## src/rtl/fcode_alu_pkg.sv

```systemverilog
package fcode_alu_pkg;
   typedef enum logic [1:0] {
      PICK_AND  = 2'b00,
      PICK_OR   = 2'b01,
      PICK_SUM  = 2'b10,
      PICK_SIGN = 2'b11
   } pick_e;

   localparam int ADDER_ARITH  = 0;
   localparam int ADDER_RIPPLE = 1;
endpackage

```

## src/rtl/fcode_alu_operand.sv

```systemverilog
module fcode_alu_operand #(
   parameter int WIDTH = 32
) (
   input  logic [WIDTH-1:0] b_raw,
   input  logic             invert,
   output logic [WIDTH-1:0] b_eff
);
   for (genvar i = 0; i < WIDTH; i++) begin : g_bit
      assign b_eff[i] = b_raw[i] ^ invert;
   end
endmodule

```

## src/rtl/fcode_alu_adder.sv

```systemverilog
module fcode_alu_adder
   import fcode_alu_pkg::*;
#(
   parameter int WIDTH = 32,
   parameter int KIND  = ADDER_ARITH
) (
   input  logic [WIDTH-1:0] op_a,
   input  logic [WIDTH-1:0] op_b,
   input  logic             carry_in,
   output logic [WIDTH-1:0] sum
);
   if (KIND == ADDER_RIPPLE) begin : g_ripple
      logic [WIDTH-1:0] carry;
      assign carry[0] = carry_in;
      for (genvar i = 0; i < WIDTH; i++) begin : g_stage
         assign sum[i] = op_a[i] ^ op_b[i] ^ carry[i];
         if (i < WIDTH - 1) begin : g_next
            assign carry[i+1] = (op_a[i] & op_b[i]) | ((op_a[i] | op_b[i]) & carry[i]);
         end
      end
   end else begin : g_arith
      assign sum = op_a + op_b + {{(WIDTH-1){1'b0}}, carry_in};
   end

   always_comb begin
      assert_adder_sum_R3: assert (sum == WIDTH'(op_a + op_b + {{(WIDTH-1){1'b0}}, carry_in}))
         else $error("adder result disagrees with arithmetic sum");
   end
endmodule

```

## src/rtl/fcode_alu_select.sv

```systemverilog
module fcode_alu_select
   import fcode_alu_pkg::*;
#(
   parameter int WIDTH = 32
) (
   input  logic [WIDTH-1:0] op_a,
   input  logic [WIDTH-1:0] b_eff,
   input  logic [WIDTH-1:0] sum,
   input  pick_e            pick,
   input  logic             invert,
   output logic [WIDTH-1:0] result
);
   always_comb begin
      unique case (pick)
         PICK_AND: result = op_a & b_eff;
         PICK_OR:  result = op_a | b_eff;
         PICK_SUM: result = sum;
         default:  result = invert ? {{(WIDTH-1){1'b0}}, sum[WIDTH-1]} : '0;
      endcase
   end

   always_comb begin
      if (pick == PICK_SIGN && !invert)
         assert_unused_zero_R4: assert (result == '0)
            else $error("unused code produced a nonzero result");
      if (pick == PICK_SIGN)
         assert_sign_upper_R7: assert (result[WIDTH-1:1] == '0)
            else $error("less-than result has upper bits set");
   end
endmodule

```

## src/rtl/fcode_alu.sv

```systemverilog
module fcode_alu
   import fcode_alu_pkg::*;
#(
   parameter int WIDTH      = 32,
   parameter int ADDER_KIND = ADDER_ARITH
) (
   input  logic [WIDTH-1:0] a_in,
   input  logic [WIDTH-1:0] b_in,
   input  logic [2:0]       func,
   output logic [WIDTH-1:0] y_out,
   output logic             zero_out
);
   if (WIDTH < 2) begin : g_bad_width
      $error("fcode_alu: WIDTH must be at least 2");
   end
   if (ADDER_KIND != ADDER_ARITH && ADDER_KIND != ADDER_RIPPLE) begin : g_bad_kind
      $error("fcode_alu: unknown ADDER_KIND");
   end

   logic             invert;
   logic [WIDTH-1:0] b_eff;
   logic [WIDTH-1:0] sum;

   assign invert = func[2];

   fcode_alu_operand #(.WIDTH(WIDTH)) u_operand (
      .b_raw (b_in),
      .invert(invert),
      .b_eff (b_eff)
   );

   fcode_alu_adder #(.WIDTH(WIDTH), .KIND(ADDER_KIND)) u_adder (
      .op_a    (a_in),
      .op_b    (b_eff),
      .carry_in(invert),
      .sum     (sum)
   );

   fcode_alu_select #(.WIDTH(WIDTH)) u_select (
      .op_a  (a_in),
      .b_eff (b_eff),
      .sum   (sum),
      .pick  (pick_e'(func[1:0])),
      .invert(invert),
      .result(y_out)
   );

   assign zero_out = ~|y_out;

   always_comb begin
      if (func == 3'b000)
         assert_and_path_R1: assert (y_out == (a_in & b_in))
            else $error("AND code gave a wrong result");
      if (func == 3'b101)
         assert_orn_path_R5: assert (y_out == (a_in | ~b_in))
            else $error("OR-NOT code gave a wrong result");
      if (func == 3'b110)
         assert_sub_path_R6: assert (y_out == WIDTH'(a_in - b_in))
            else $error("subtract code gave a wrong result");
   end
endmodule

```

## config.mk

```make
export PLATFORM = sky130hd
export DESIGN_NAME = fcode_alu
export DESIGN_NICKNAME = d
export VERILOG_FILES = /design/src/rtl/fcode_alu_pkg.sv /design/src/rtl/fcode_alu_operand.sv /design/src/rtl/fcode_alu_adder.sv /design/src/rtl/fcode_alu_select.sv /design/src/rtl/fcode_alu.sv
export SDC_FILE = /design/constraint.sdc
export NUM_CORES = 1
export LEC_CHECK = 0
export BUFFER_PORTS_ARGS = -buffer_cell sky130_fd_sc_hd__buf_2
export CAP_MARGIN = 10
export CELL_PAD_IN_SITES_DETAIL_PLACEMENT = 0
export CELL_PAD_IN_SITES_GLOBAL_PLACEMENT = 2
export CORE_MARGIN = 1
export CORE_UTILIZATION = 30
export DETAILED_ROUTE_END_ITERATION = 6
export GPL_TIMING_DRIVEN = 0
export PLACE_DENSITY = 0.86
export SLEW_MARGIN = 25
export SYNTH_ARGS = -nofsm -noshare
export SYNTH_HDL_FRONTEND = slang
export SYNTH_SLANG_ARGS = --single-unit
```

## constraint.sdc

```tcl
create_clock -name vclk -period 4.9
set_clock_uncertainty 0.1 [all_clocks]
set_input_delay 0.245 -clock vclk [all_inputs]
set_output_delay 0.245 -clock vclk [all_outputs]
set_load 0.005 [all_outputs]
```

==> flow_metrics.tcl <==
set metrics [dict create \
    ys_seq_area_share_pct 0 \
    overflow 0 \
    synth_top_cells_by_count "73 x inv_1, 64 x ha_1, 58 x nand2_1, 45 x a21oi_1, 45 x xor2_1" \
    drc_errors 0 \
    cp-startpoint "func[2]" \
    io-pin-count 100 \
    hpwl_um 11800 \
    gp_congestion 0.896 \
    ant_nets 0 \
    syn2layout_area_growth_pct 20.0 \
    grt_pass1_vias 4131 \
    layout.nets 809 \
    relSlewSlack_pct 53.5 \
    worstHoldPathCells 5 \
    synth_top_area_share_pct 20.9 \
    die_w_um 115 \
    num_vias 4490 \
    status "finished clean" \
    antenna_found_initial 0 \
    die_area_mm2 0.0132 \
    max_cap_viol_count 0 \
    worstPathArrival_ns 4.26 \
    final_core_util_pct 37.5 \
    fillers 1347 \
    drt-initial-drc-count 343 \
    grt_start_max_net_pins 11 \
    worstSetupStartpointType "input pin" \
    ir_worst_vdd_v 0.0000414 \
    vias_per_cell 5.33 \
    setup-tns-final_ns 0 \
    synth_nets 707 \
    first_pass_iters 5 \
    max_slew.worst_pin.slew_ns 0.697 \
    min_period_ns 4.60 \
    period_share_pct 93.9 \
    slew_violations 0 \
    dp.cells 842 \
    synth_area_mm2 0.00384 \
    yosysWarnings 0 \
    seqCellArea_um2 0 \
    num_rows 40 \
    grt_usage_pct 21.3 \
    hold_viol_final 0 \
    avgSynthCellArea_um2 6.67 \
    crit_fanout 10 \
    finalNonFillerCells 843 \
    detail_route.wirelength_um 14300 \
    worst_setup_path_end_kind "primary output" \
    syn_inst 575 \
    drive_gt1_share_pct 21.0 \
    core_mm2 0.0123 \
    grt_pass1_wl_um 22300 \
    total_leakage_power_nw 2.24 \
    synth.area.top_cells "ha_1 21%, xor2_1 10%, inv_1 7.1%" \
    rsz0062_at_grt "false" \
    wl_per_cell_um 16.9 \
    p_per_area_mw_per_mm2 158 \
    cts_hold_buf 0 \
    cp_data_required_time_ns 4.55 \
    portBuffers 99 \
    max_freq_ghz 0.217 \
    die_h_um 115 \
    synth_cell_types 74 \
    design.seq.count 0 \
    holdCritPathClass "input pin to primary output" \
    synth.most_common_cell "inv_1" \
    synth_area_leader_cell "ha_1" \
    insertedDiodeCount 0 \
    critPathKind "input pin to primary output" \
    start_util_pct 31.3 \
    nClkBuffers 0 \
    setup_viol 0 \
    endpoint "zero_out" \
]
==> power by group <==
| group | internal (mW) | leakage (nW) | switching [mW] |
|---|---|---|---|
| clock | 0 | 0 | 0 |
| sequential | 0 | 0 | 0 |
| combinational | 0.281 | 2.24 | 0.447 |
| total | 0.281 | 2.24 | 0.447 |
==> cell type report <==
cell class                 count  area, µm²  area share [%]
buffer                        29        136            2.96
inverter                      74        278            6.04
multi-input combinational    472       3470            75.5
tap                          168        210            4.57
timing repair buffer         100        503            10.9
==> worst min-delay path by stage <==
stage                       start       end  slack (ns)
final                     func[0]  y_out[9]        0.91
after floorplan           func[0]  y_out[9]        0.56
after detailed placement  func[0]  y_out[9]        0.91
after global routing      func[0]  y_out[9]        0.96
after CTS                 func[0]  y_out[9]        0.91
after global placement    func[0]  y_out[9]        0.92
==> worst max-delay path, stage by stage <==
cell and delay [ns]:
buf_4 0.18, clkbuf_4 0.28, xor2_1 0.20, inv_1 0.06, ha_1 0.32, nor2b_2 0.19, o311a_1 0.36, o21ai_0 0.29
o21ai_1 0.19, a221oi_2 0.30, mux2i_1 0.16, nor4b_1 0.42, nand4_1 0.17, or4_1 0.57, nor4_2 0.15, buf_2 0.15
==> what timing repair did <==
| action | CTS | global route |
|---|---|---|
| pin swaps | 0 | 2 |
| gates resized for setup | 10 | 12 |
| buffers inserted | 0 | 1 |
| setup endpoints to repair | 1 | 1 |
==> cells in the final DEF, fill, tap and decap left out, drive strengths merged, types with 3 or more instances in the layout <==
cell / n
or2: 5
nand2b: 3
o21a: 7
a21o: 8
o21bai: 4
nand3: 9
a21oi: 45
buf: 109
o211ai: 14
inv: 73
nor2b: 4
o32ai: 5
o31ai: 6
nand4: 11
xor2: 45
a31o: 3
nand2: 60
a21boi: 3
xnor2: 7
and2: 4
nand4b: 3
nor2: 30
clkbuf: 20
a211oi: 4
ha: 64
mux2i: 8
a31oi: 3
nor3: 11
o21ai: 45
nor4: 10
o22ai: 16
or3: 3
==> routing by layer <==
metal | GRT usage, % | wire length, µm
met1 | 31.6 | 7040
met2 | 35.4 | 6400
met3 | 0.527 | 722
met4 | 1.99 | 98
met5 | 0 | 0
==> stage by stage <==
step                      power (mW)  worst slack [ns]  instance area [µm²]  hold slack (ns)
final                          0.728             0.297                 4600            0.915
after floorplan                0.488             0.842                 3840            0.562
after global placement         0.697            -0.441                 4540            0.915
after global routing           0.804            0.0371                 4600            0.955
after CTS                      0.714            0.0145                 4570            0.912
after detailed placement       0.706            -0.511                 4540            0.912
==> cells by family (layout without fill, tap and decap cells) <==
family / after synthesis / count (layout) / share of synthesized area (%)
XOR/XNOR: 52 / 52 / 11.9
adder cells (fa/ha/maj): 65 / 65 / 21.4
AO/OA/AOI/OAI: 182 / 182 / 31.8
AND/OR/NAND/NOR: 163 / 163 / 21.7
multiplexers: 10 / 10 / 2.77
buffers and inverters: 103 / 203 / 10.5
Note: power is estimated with default switching activity, not from simulation.
